File: src/rtl/bidir_freq_det.sv
module bidir_freq_det #(
  parameter int NPH   = 2,
  parameter int ECW   = 2,
  parameter int MINE  = 2
) (
  input  logic clk,
  input  logic rst_n,
  input  logic acq_en,
  input  logic data_s,
  input  logic rck_i,
  input  logic rck_q,
  output logic inc,
  output logic dec
);
  localparam logic [ECW-1:0] EMAX = {ECW{1'b1}};
  localparam logic [ECW-1:0] ETHR = ECW'(MINE);

  logic [NPH-1:0] ck, ck_d, rise, fall, up_hit, hold;
  logic           dat_d, dedge, dfall, steer;

  assign ck    = NPH'({rck_q, rck_i});
  assign rise  = ck & ~ck_d;
  assign fall  = ~ck & ck_d;
  assign dedge = data_s ^ dat_d;
  assign dfall = dat_d & ~data_s;

  always_ff @(posedge clk or negedge rst_n) begin
    if (!rst_n) begin
      ck_d  <= '0;
      dat_d <= 1'b0;
    end else begin
      ck_d  <= ck;
      dat_d <= data_s;
    end
  end

  for (genvar p = 0; p < NPH; p++) begin : g_ph
    logic [ECW-1:0] ecnt;
    logic           armed;

    assign up_hit[p] = fall[p] && (ecnt >= ETHR);

    always_ff @(posedge clk or negedge rst_n) begin
      if (!rst_n) begin
        ecnt    <= '0;
        armed   <= 1'b0;
        hold[p] <= 1'b0;
      end else if (!acq_en) begin
        ecnt    <= '0;
        armed   <= 1'b0;
        hold[p] <= 1'b0;
      end else begin
        if (rise[p])
          ecnt <= '0;
        else if (ck[p] && ck_d[p] && dedge && ecnt != EMAX)
          ecnt <= ecnt + 1'b1;

        if (rise[p])
          armed <= data_s & dat_d;
        else if (dedge || fall[p])
          armed <= 1'b0;

        if (fall[p] && armed && data_s)
          hold[p] <= 1'b1;
        else if (dfall)
          hold[p] <= 1'b0;
      end
    end
  end

  always_ff @(posedge clk or negedge rst_n) begin
    if (!rst_n) begin
      inc   <= 1'b0;
      steer <= 1'b0;
    end else if (!acq_en) begin
      inc   <= 1'b0;
      steer <= 1'b0;
    end else begin
      inc <= |up_hit;
      if (inc) steer <= 1'b1;
    end
  end

  assign dec = (|hold) & ~steer & ~inc;

endmodule

File: config.mk
export PLATFORM = sky130hd
export DESIGN_NAME = bidir_freq_det
export DESIGN_NICKNAME = d
export VERILOG_FILES = /design/src/rtl/bidir_freq_det.sv
export SDC_FILE = /design/constraint.sdc
export NUM_CORES = 1
export LEC_CHECK = 0
export CAP_MARGIN = 10
export CORE_UTILIZATION = 47
export CTS_CLUSTER_DIAMETER = 150
export CTS_CLUSTER_SIZE = 40
export DETAILED_ROUTE_END_ITERATION = 8
export GPL_TIMING_DRIVEN = 0
export PLACE_DENSITY = 0.81
export SETUP_SLACK_MARGIN = 0.5
export SYNTH_ARGS = -nofsm -noshare
export SYNTH_HDL_FRONTEND = slang
export SYNTH_SLANG_ARGS = --single-unit
File: constraint.sdc
create_clock -name clk -period 1.32 [get_ports clk]
set_clock_uncertainty 0.05 [all_clocks]
set_input_delay 0.264 -clock clk [delete_from_list [all_inputs] [get_ports clk]]
set_output_delay 0.264 -clock clk [all_outputs]
set_load 0.01 [all_outputs]
Word-level counts from Yosys, hierarchy flattened. Index checks and enable logic that the tools add are counted.

Bits in read-only memories: 0. RAM bits: 0. Flip-flop bits (word level): 13. Latch bits: 0. Logic and storage cells: 71. Memories kept: 0.

$lt $le $gt $ge: 2. Equality and inequality tests: 9. Shift operators: 0. Divide/modulo/power cells: 0. Reductions and logical operators: 16. Bitwise gates (word level): 12. Add/subtract/negate cells: 2. Mux-type cells: 20. Multiply operators: 0.

Operators with widths (count): 3-bit by 1-bit inequality test with 1-bit output, second input constant (6); 1-bit 2-to-1 mux (14); 1-bit logical AND (12); 2-bit 2-to-1 mux (6); 2-bit by 1-bit adder with 2-bit output, second input constant (2); 1-bit AND (4); 2-bit AND (2); 2-bit >= comparator, second input constant (2); 2-bit inequality test, second input constant (2); 2-bit inverter (2); 2-bit OR reduction (2); 1-bit inverter (3); 1-bit logical OR (2); 2-bit by 1-bit inequality test with 1-bit output, second input constant (1); 1-bit bitwise XOR (1).

Longest topological paths before layout. Gate-level depths: netlist of the first run.

Depth in word-level cells: 6. Depth in mapped cells: 6. Mapped depth without buffers: 5.

Worst setup path after synthesis of the first run. Ideal clock, no wire load.

Path type: register -> register. Start point: reg dat_d. End point: reg g_ph[0].ecnt[1]. Clock period less this slack: 1324 ps. Arrival time: 1155 ps. Setup slack: -4 ps. Cell stages (with the launch flop): 6. Cell sequence: dfrtp_1 ha_1 buf_6 o211ai_1 o21ai_0 o21a_1.

Cells in the longest elaborated chain, start to end: 4.

Ends and longest elaborated chain: from (decl) (line 19) `logic dat_d, dedge, dfall, steer;`; from (signal assigned) (line 33) `dat_d <= data_s;`; 1-bit bitwise XOR (line 24) `assign dedge = data_s ^ dat_d;`; 1-bit logical AND (2 in series) (line 55) `else if (ck[p] && ck_d[p] && dedge && ecnt != EMAX)`; 3-bit by 1-bit inequality test with 1-bit output (no line); to (signal assigned) (line 56) `ecnt <= ecnt + 1'b1;`; to (decl) (line 38) `logic [ECW-1:0] ecnt;`.

No other way between the ends. A chain may end at the register's enable or synchronous reset.

Worst setup path in the final report of the first run.
Start point: reg dat_d. End point: reg g_ph[1].ecnt[1].

Cells in the longest elaborated chain, start to end: 4.

Ends and longest elaborated chain (line): 1-bit bitwise XOR (24); 1-bit logical AND (2 in series) (55); 3-bit by 1-bit inequality test with 1-bit output (no line); to (signal assigned) (56); to (decl) (38).

No other way between the ends.

==> impl_metrics.py, run 1 <==
metrics = {
    "power_and_ir_drop": {
        "internal_portion_of_total_power_uw": 576,
        "p_sw_uw": 204,
        "total_leakage_power_uw": 0.000408,
        "power_frac_clock_pct": 31.9,
        "cellPowerDensity_mw_per_mm2": 872,
        "pwr-share-comb_pct": 13.9,
        "worst_ir_drop_vdd_v": 0.000492,
        "pwr-share-seq_pct": 54.2,
        "power.share.switching_pct": 26.1,
    },
    "timing": {
        "setup-violations-final": 4,
        "setup_repair_after_global_routing_missed_its_margin": "true",
        "timing.final.crit_period_ns": 1.33,
        "total_negative_setup_slack_ns": -0.0304,
        "hold_viol": 13,
        "timing.final.crit_share_pct": 101,
        "whs_ns": -0.0826,
        "post-route-worst-setup-slack_ns": -0.0102,
        "achievable-frequency_mhz": 752,
        "slew_viols_final": 0,
        "max_slew_margin_pct": 60.2,
        "timing_worst_slew_pin_value_ns": 0.596,
    },
    "global_routing": {
        "first_global_vias": 471,
        "grt_first_pass_wirelength_um": 1900,
        "grt_antenna_before_repair": 0,
        "grt_start_max_net_pins": 14,
        "global_route.usage.total_pct": 19.4,
        "global_route.overflow_total": 0,
    },
    "clock_network": {
        "tritoncts": "done",
        "ctsLongestPathBuffers": 2,
        "clkTransAtPathRegs_ns": 0.08,
        "ctsHoldBuffers": 0,
        "clk-insertion-delay-late_ns": 0.28,
        "clock-sinks": 13,
        "clockRootBuffer": "sky130_fd_sc_hd__clkbuf_4",
        "htree_levels": 1,
        "cts_inserted_buffers": 3,
    },
    "logic_synthesis": {
        "mappedNetlistArea_um2": 682,
        "async_flop_share_pct": 100,
        "synth_enable_flop_cells": 0,
        "sequential_to_total_area_share_from_yosys_stat_pct": 47.7,
        "ys_types": 19,
        "post_synth_inst_count": 67,
        "synth_ff_type": "sky130_fd_sc_hd__dfrtp_1",
        "synth.avg_cell_area_um2": 10.2,
        "synth.net_count": 79,
        "yosysWarningCount": 0,
        "synth-seq-cells": 13,
    },
    "critical_path": {
        "required_ns": 1.44,
        "reg2reg_from": "dat_d",
        "path_depth": 5,
        "cp-startpoint": "dat_d",
        "worstPathArrival_ns": 1.45,
        "r2r_cells": 5,
        "critical-path-top-delay-family": "compound AO/OA/AOI/OAI gates",
        "worst-path-buf-inv": 1,
        "worst_path_max_delay_cell": "sky130_fd_sc_hd__dfrtp_1",
        "cell_by_cell_listing_of_the_critical_path": "ha_4 > buf_6 > o211ai_1 > o21ai_1 > o21a_1",
        "worst_r2r_endpoint": "g_ph[1].ecnt[1]",
        "max_stage_delay_ns": 0.41,
        "crit_path_start_kind": "flip-flop",
        "path_max_fanout": 5,
        "r2r_slack_ns": -0.01,
        "worst_setup_path_end_kind": "flip-flop",
        "timing_worst_setup_path_type": "reg2reg",
    },
    "routing": {
        "drc": 0,
        "routed_wl_um": 1430,
        "route.detailed.vias_per_inst": 5.72,
        "drt_pre_antenna_iters": 4,
        "met2_wirelength_um": 739,
        "met1Wirelength_um": 608,
        "num_vias": 561,
        "wl_per_cell_um": 14.6,
        "first_iter_violations": 9,
        "antenna_left": 0,
        "wl_met3_um": 49,
        "dr.max_layer_used": "met4",
    },
    "place": {
        "place_area_um2": 783,
        "hpwl_after_detailed_placement_um": 845,
        "placed_cells": 88,
        "dp_worst_setup_slack_ns": -0.605,
        "place.gp.congestion": 0.788,
        "portBuffers": 6,
    },
    "floorplanning": {
        "fp-row-count": 13,
        "start_util_pct": 51.8,
        "floorplan.die.height_um": 40.1,
        "num_io_pins": 8,
        "width_of_the_chip_um": 40.1,
        "fp.dieArea_mm2": 0.00161,
        "fp.coreArea_mm2": 0.00132,
    },
    "final_layout": {
        "finish.net_count": 96,
        "num_antenna_cells": 0,
        "final_cell_area_um2": 893,
        "area_growth_syn_to_layout_pct": 31.0,
        "layout.cells.non_filler": 98,
        "layout-drive-gt1-share_pct": 31.3,
    },
    "outcome": {
        "run_status": "complete, but fails checks",
        "violated_checks": "hold timing, setup timing",
    },
    "flow_run": {
        "max_cap_viols": 0,
    },
    "worst_hold_path": {
        "worst_hold_path_type": "in2async",
    },
}
[worst max-delay path by stage]
stage,to,slack [ns]
finish,g_ph[1].ecnt[1],-0.01
global route,g_ph[0].ecnt[1],-0.07
CTS,g_ph[0].ecnt[1],-0.02
detailed placement,g_ph[1].ecnt[1],-0.61
global placement,g_ph[0].ecnt[1],-0.57
floorplan,g_ph[0].ecnt[1],0.01
[cells in the final DEF, fill, tap and decap left out]
cell type	netlist	routed
sky130_fd_sc_hd__ha_4	0	3
sky130_fd_sc_hd__inv_1	6	4
sky130_fd_sc_hd__xor2_1	2	2
sky130_fd_sc_hd__nor2_2	0	1
sky130_fd_sc_hd__a32oi_1	2	2
sky130_fd_sc_hd__inv_2	0	2
sky130_fd_sc_hd__buf_4	0	4
sky130_fd_sc_hd__nand2_1	6	6
sky130_fd_sc_hd__dfrtp_2	0	3
sky130_fd_sc_hd__o21ai_1	0	3
sky130_fd_sc_hd__o21ai_0	6	1
sky130_fd_sc_hd__and2_1	2	2
sky130_fd_sc_hd__dlymetal6s2s_1	0	1
sky130_fd_sc_hd__o21a_1	5	5
sky130_fd_sc_hd__nor2b_1	4	2
sky130_fd_sc_hd__clkbuf_4	0	3
sky130_fd_sc_hd__ha_1	6	3
sky130_fd_sc_hd__o21ai_2	0	2
sky130_fd_sc_hd__buf_6	1	2
sky130_fd_sc_hd__a21oi_1	1	1
sky130_fd_sc_hd__dlygate4sd2_1	0	3
sky130_fd_sc_hd__nor4_1	4	4
sky130_fd_sc_hd__o22ai_1	2	2
sky130_fd_sc_hd__clkbuf_1	1	2
sky130_fd_sc_hd__buf_2	0	3
sky130_fd_sc_hd__nor3_2	0	1
sky130_fd_sc_hd__a21boi_1	1	1
sky130_fd_sc_hd__nor2b_4	0	2
sky130_fd_sc_hd__o211ai_1	3	3
sky130_fd_sc_hd__dfrtp_1	13	10
[state kept, by name, summed over array words and instances, names as in the netlist]
signal and flops:
hold 2, inc 1, g_ph.armed 2, steer 1, g_ph.ecnt 4, ck_d 2, dat_d 1
[through the flow]
stage	total power [uW]	hold slack [ns]	utilization (%)
floorplan	477	-0.0816	-
CTS	775	0.278	64.2
finish	779	-0.0826	67.8
detailed placement	518	0.455	59.4
global route	824	-0.0599	67.8
global placement	517	0.452	59.4
[layout make-up]
| cell class | instances | area [um2] |
|---|---|---|
| flip-flops and latches | 13 | 329 |
| multi-input cells | 46 | 387 |
| clock buffers | 4 | 26.3 |
| fillers | 94 | 424 |
| well taps | 15 | 18.8 |
| inverters | 6 | 22.5 |
| repair buffers | 12 | 95.1 |
| plain buffers | 2 | 15.0 |
[logic make-up after synthesis]
logic type / Yosys count / synth area share [%]
AOI/OAI and AO/OA: 20 / 19.4
xor gates and xnor gates: 2 / 2.57
adders and majority gates: 6 / 11.0
buffers and inverters: 8 / 5.50
DFF: 13 / 47.7
and+or+nand+nor: 18 / 13.8
[worst register-to-register path, delay by kind of cell (launching register included)]
family	cells	cell delay, ns
AO/OA/AOI/OAI	3	0.42
adder cells (fa/ha/maj)	1	0.23
buffers and inverters	1	0.12
flip-flops	1	0.41
[power groups by stage]
| stage | logic [uW] | clock network (uW) | registers [uW] |
|---|---|---|---|
| 2_1_floorplan | 51.7 | 0 | 426 |
| 3_3_place_gp | 89.2 | 0 | 428 |
| 3_5_place_dp | 90.4 | 0 | 428 |
| 4_1_cts | 102 | 253 | 420 |
| 5_1_grt | 117 | 282 | 424 |
| 6_report | 108 | 249 | 422 |
[metal layers]
| metal | track usage [%] | vias up |
|---|---|---|
| li1 | - | 271 |
| met1 | 22.2 | 274 |
| met2 | 31.5 | 11 |
| met3 | 3.33 | 5 |
| met4 | 15.5 | 0 |
| met5 | 0 | - |
[synth_stat cells (all sizes together) (2+ instances only)]
cell,instances,share of area (%)
inv,6,3.3
a32oi,2,2.6
o211ai,3,3.3
nand2,6,3.3
o22ai,2,1.8
dfrtp,13,48
and2,2,1.8
ha,6,11
xor2,2,2.6
o21ai,6,4.4
o21a,5,5.5
nor4,4,3.7
nor2b,4,3.7
[repair_timing]
item,in CTS,in global routing
endpoints found under the setup margin,11,25
cloned,1,0
pin swaps,5,4
endpoints found under the hold margin,0,13
resized for setup,14,11
setup buffers,4,1
No activity file was read; power rests on OpenSTA's default activity.
==> inputs of run 2 (changes only) <==
--- a/config.mk
+++ b/config.mk
@@ -6,12 +6,13 @@
 export NUM_CORES = 1
 export LEC_CHECK = 0
 export CAP_MARGIN = 10
-export CORE_UTILIZATION = 47
+export CORE_UTILIZATION = 50
+export CTS_BUF_LIST = sky130_fd_sc_hd__clkbuf_2 sky130_fd_sc_hd__clkbuf_4 sky130_fd_sc_hd__clkbuf_8
 export CTS_CLUSTER_DIAMETER = 150
 export CTS_CLUSTER_SIZE = 40
 export DETAILED_ROUTE_END_ITERATION = 8
 export GPL_TIMING_DRIVEN = 0
-export PLACE_DENSITY = 0.81
+export PLACE_DENSITY = 0.84
 export SETUP_SLACK_MARGIN = 0.5
 export SYNTH_ARGS = -nofsm -noshare
 export SYNTH_HDL_FRONTEND = slang
==> impl_metrics.py, run 2 (same netlist as run 1, synthesis figures left out) <==
metrics = {
    "place": {
        "hpwl_after_detailed_placement_um": 989,
        "portBuffers": 6,
        "place_area_um2": 782,
        "placed_cells": 87,
        "place.gp.congestion": 0.754,
    },
    "routing": {
        "route.detailed.vias_per_inst": 6.00,
        "wl_per_cell_um": 15.6,
        "num_vias": 576,
        "antenna_left": 0,
        "drc": 0,
        "drt_pre_antenna_iters": 4,
        "routed_wl_um": 1490,
        "first_iter_violations": 9,
    },
    "timing": {
        "setup_repair_after_global_routing_missed_its_margin": "true",
        "max_slew_margin_pct": 61.6,
        "whs_ns": 0.0365,
        "timing.final.crit_share_pct": 103,
        "timing_worst_slew_pin_value_ns": 0.577,
        "timing.final.crit_period_ns": 1.36,
        "setup-violations-final": 3,
        "post-route-worst-setup-slack_ns": -0.0415,
        "achievable-frequency_mhz": 734,
        "hold_viol": 0,
        "slew_viols_final": 0,
    },
    "global_routing": {
        "groute.layer.met2.usage_pct": 41.7,
        "groute.layer.met1.usage_pct": 30.9,
        "grt_start_max_net_pins": 14,
        "grt_busiest_layer": "met2",
        "global_route.overflow_total": 0,
        "grt_first_pass_wirelength_um": 2390,
        "first_global_vias": 511,
        "grt_antenna_before_repair": 0,
        "global_route.usage.total_pct": 24.6,
        "grt_use_met3_pct": 5.20,
    },
    "critical_path": {
        "worstPathArrival_ns": 1.48,
        "crit_path_start_kind": "flip-flop",
        "required_ns": 1.44,
        "critical-path-top-delay-family": "compound AO/OA/AOI/OAI gates",
        "cell_by_cell_listing_of_the_critical_path": "ha_4 > buf_6 > o211ai_1 > o21ai_1 > o21a_1",
        "worst_setup_path_end_kind": "flip-flop",
        "reg2reg_from": "dat_d",
        "worst-path-buf-inv": 1,
        "path_max_fanout": 5,
        "worst_r2r_endpoint": "g_ph[1].ecnt[0]",
        "timing_worst_setup_path_type": "reg2reg",
        "worst_path_max_delay_cell": "sky130_fd_sc_hd__dfrtp_1",
        "r2r_cells": 5,
        "r2r_slack_ns": -0.04,
        "max_stage_delay_ns": 0.41,
        "cp-startpoint": "dat_d",
    },
    "final_layout": {
        "largest_register_ffs": 4,
        "layout_commonest_cell": "sky130_fd_sc_hd__dfrtp_1",
        "num-fill-cells": 87,
        "mostFrequentLayoutCells": "sky130_fd_sc_hd__dfrtp_1, sky130_fd_sc_hd__nand2_1, sky130_fd_sc_hd__o21ai_1, sky130_fd_sc_hd__o21a_1, sky130_fd_sc_hd__buf_4",
        "layout-drive-gt1-share_pct": 30.5,
        "finish.net_count": 95,
        "layout.core_utilization_pct": 74.3,
        "layout.cells.non_filler": 96,
        "register_area_um2": 328,
        "final_cell_area_um2": 881,
        "largest_register": "g_ph.ecnt",
        "multi_input_area_um2": 385,
        "num_antenna_cells": 0,
        "area_growth_syn_to_layout_pct": 29.2,
    },
    "floorplanning": {
        "floorplan.die.height_um": 38.9,
        "fp.dieArea_mm2": 0.00152,
        "fp.coreArea_mm2": 0.00119,
        "width_of_the_chip_um": 38.9,
        "num_io_pins": 8,
        "start_util_pct": 57.5,
        "fp-row-count": 12,
    },
    "clock_network": {
        "clock-sinks": 13,
        "clockRootBuffer": "sky130_fd_sc_hd__clkbuf_4",
        "htree_levels": 1,
        "ctsLongestPathBuffers": 2,
        "tritoncts": "done",
        "clk-insertion-delay-late_ns": 0.27,
        "clkTransAtPathRegs_ns": 0.08,
        "cts_inserted_buffers": 3,
    },
    "power_and_ir_drop": {
        "worst_ir_drop_vdd_v": 0.000541,
        "overall_power_uw": 806,
        "total_leakage_power_uw": 0.000395,
        "cellPowerDensity_mw_per_mm2": 915,
    },
    "worst_hold_path": {
        "worst_hold_path_type": "in2async",
    },
    "outcome": {
        "run_status": "complete, but fails checks",
        "violated_checks": "setup timing",
    },
    "flow_run": {
        "max_cap_viols": 0,
    },
}
## run 2: cell types whose count changed in the layout (fill, tap and decap cells not counted), sizes merged
cell	previous run	this run
buf	9	8
dlymetal6s2s	1	0
dlygate4sd2	3	4
## run 2: worst reg2reg max path, stage by stage (launching register included)
cell	delay (ns)
sky130_fd_sc_hd__dfrtp_1	0.41
sky130_fd_sc_hd__ha_4	0.23
sky130_fd_sc_hd__buf_6	0.12
sky130_fd_sc_hd__o211ai_1	0.17
sky130_fd_sc_hd__o21ai_1	0.10
sky130_fd_sc_hd__o21a_1	0.17
## run 2: layer usage
| layer | share of wire, % | up-vias |
|---|---|---|
| met4 | 0.54 | 0 |
| met2 | 49 | 14 |
| li1 | - | 269 |
| met1 | 46 | 291 |
| met5 | 0 | - |
| met3 | 5.0 | 2 |
## run 2: how the worst max path moves through the flow
| stage | endpoint | slack [ns] | cells after the start |
|---|---|---|---|
| finish | g_ph[1].ecnt[0] | -0.04 | 5 |
| global route | g_ph[1].ecnt[1] | -0.11 | 5 |
| CTS | g_ph[1].ecnt[0] | -0.05 | 5 |
| detailed placement | g_ph[1].ecnt[0] | -0.59 | 7 |
| global placement | g_ph[1].ecnt[1] | -0.57 | 7 |
| floorplan | g_ph[0].ecnt[1] | 0.01 | 5 |
## run 2: power breakdown
group / switching (uW) / internal [uW] / leakage, uW
Clock: 132 / 138 / 0.0000184
Combinational: 62.4 / 52.0 / 0.000206
Sequential: 13.2 / 409 / 0.000171
Total: 207 / 599 / 0.000395
## run 2: area by class of cell
| type | instances | area share (%) |
|---|---|---|
| inverters | 6 | 2.56 |
| repair buffers | 11 | 9.37 |
| well taps | 14 | 1.99 |
| flip-flops and latches | 13 | 37.2 |
| multi-input cells | 46 | 43.8 |
| clock buffers | 4 | 3.41 |
| plain buffers | 2 | 1.70 |
## run 2: per-stage QoR
stage               TNS, ns  setup WS (ns)
floorplan                 0         0.0104
CTS                 -0.0954        -0.0526
detailed placement    -3.68         -0.589
finish               -0.104        -0.0415
global route         -0.388         -0.111
global placement      -3.41         -0.566
## run 2: timing repair
| action | in CTS | in global routing |
|---|---|---|
| hold buffers | 0 | 0 |
| cloned | 1 | 0 |
| setup buffers | 2 | 2 |
| gates resized for setup | 19 | 4 |
| pin swaps | 4 | 2 |
| endpoints found under the setup margin | 24 | 11 |
| endpoints found under the hold margin | 0 | 0 |
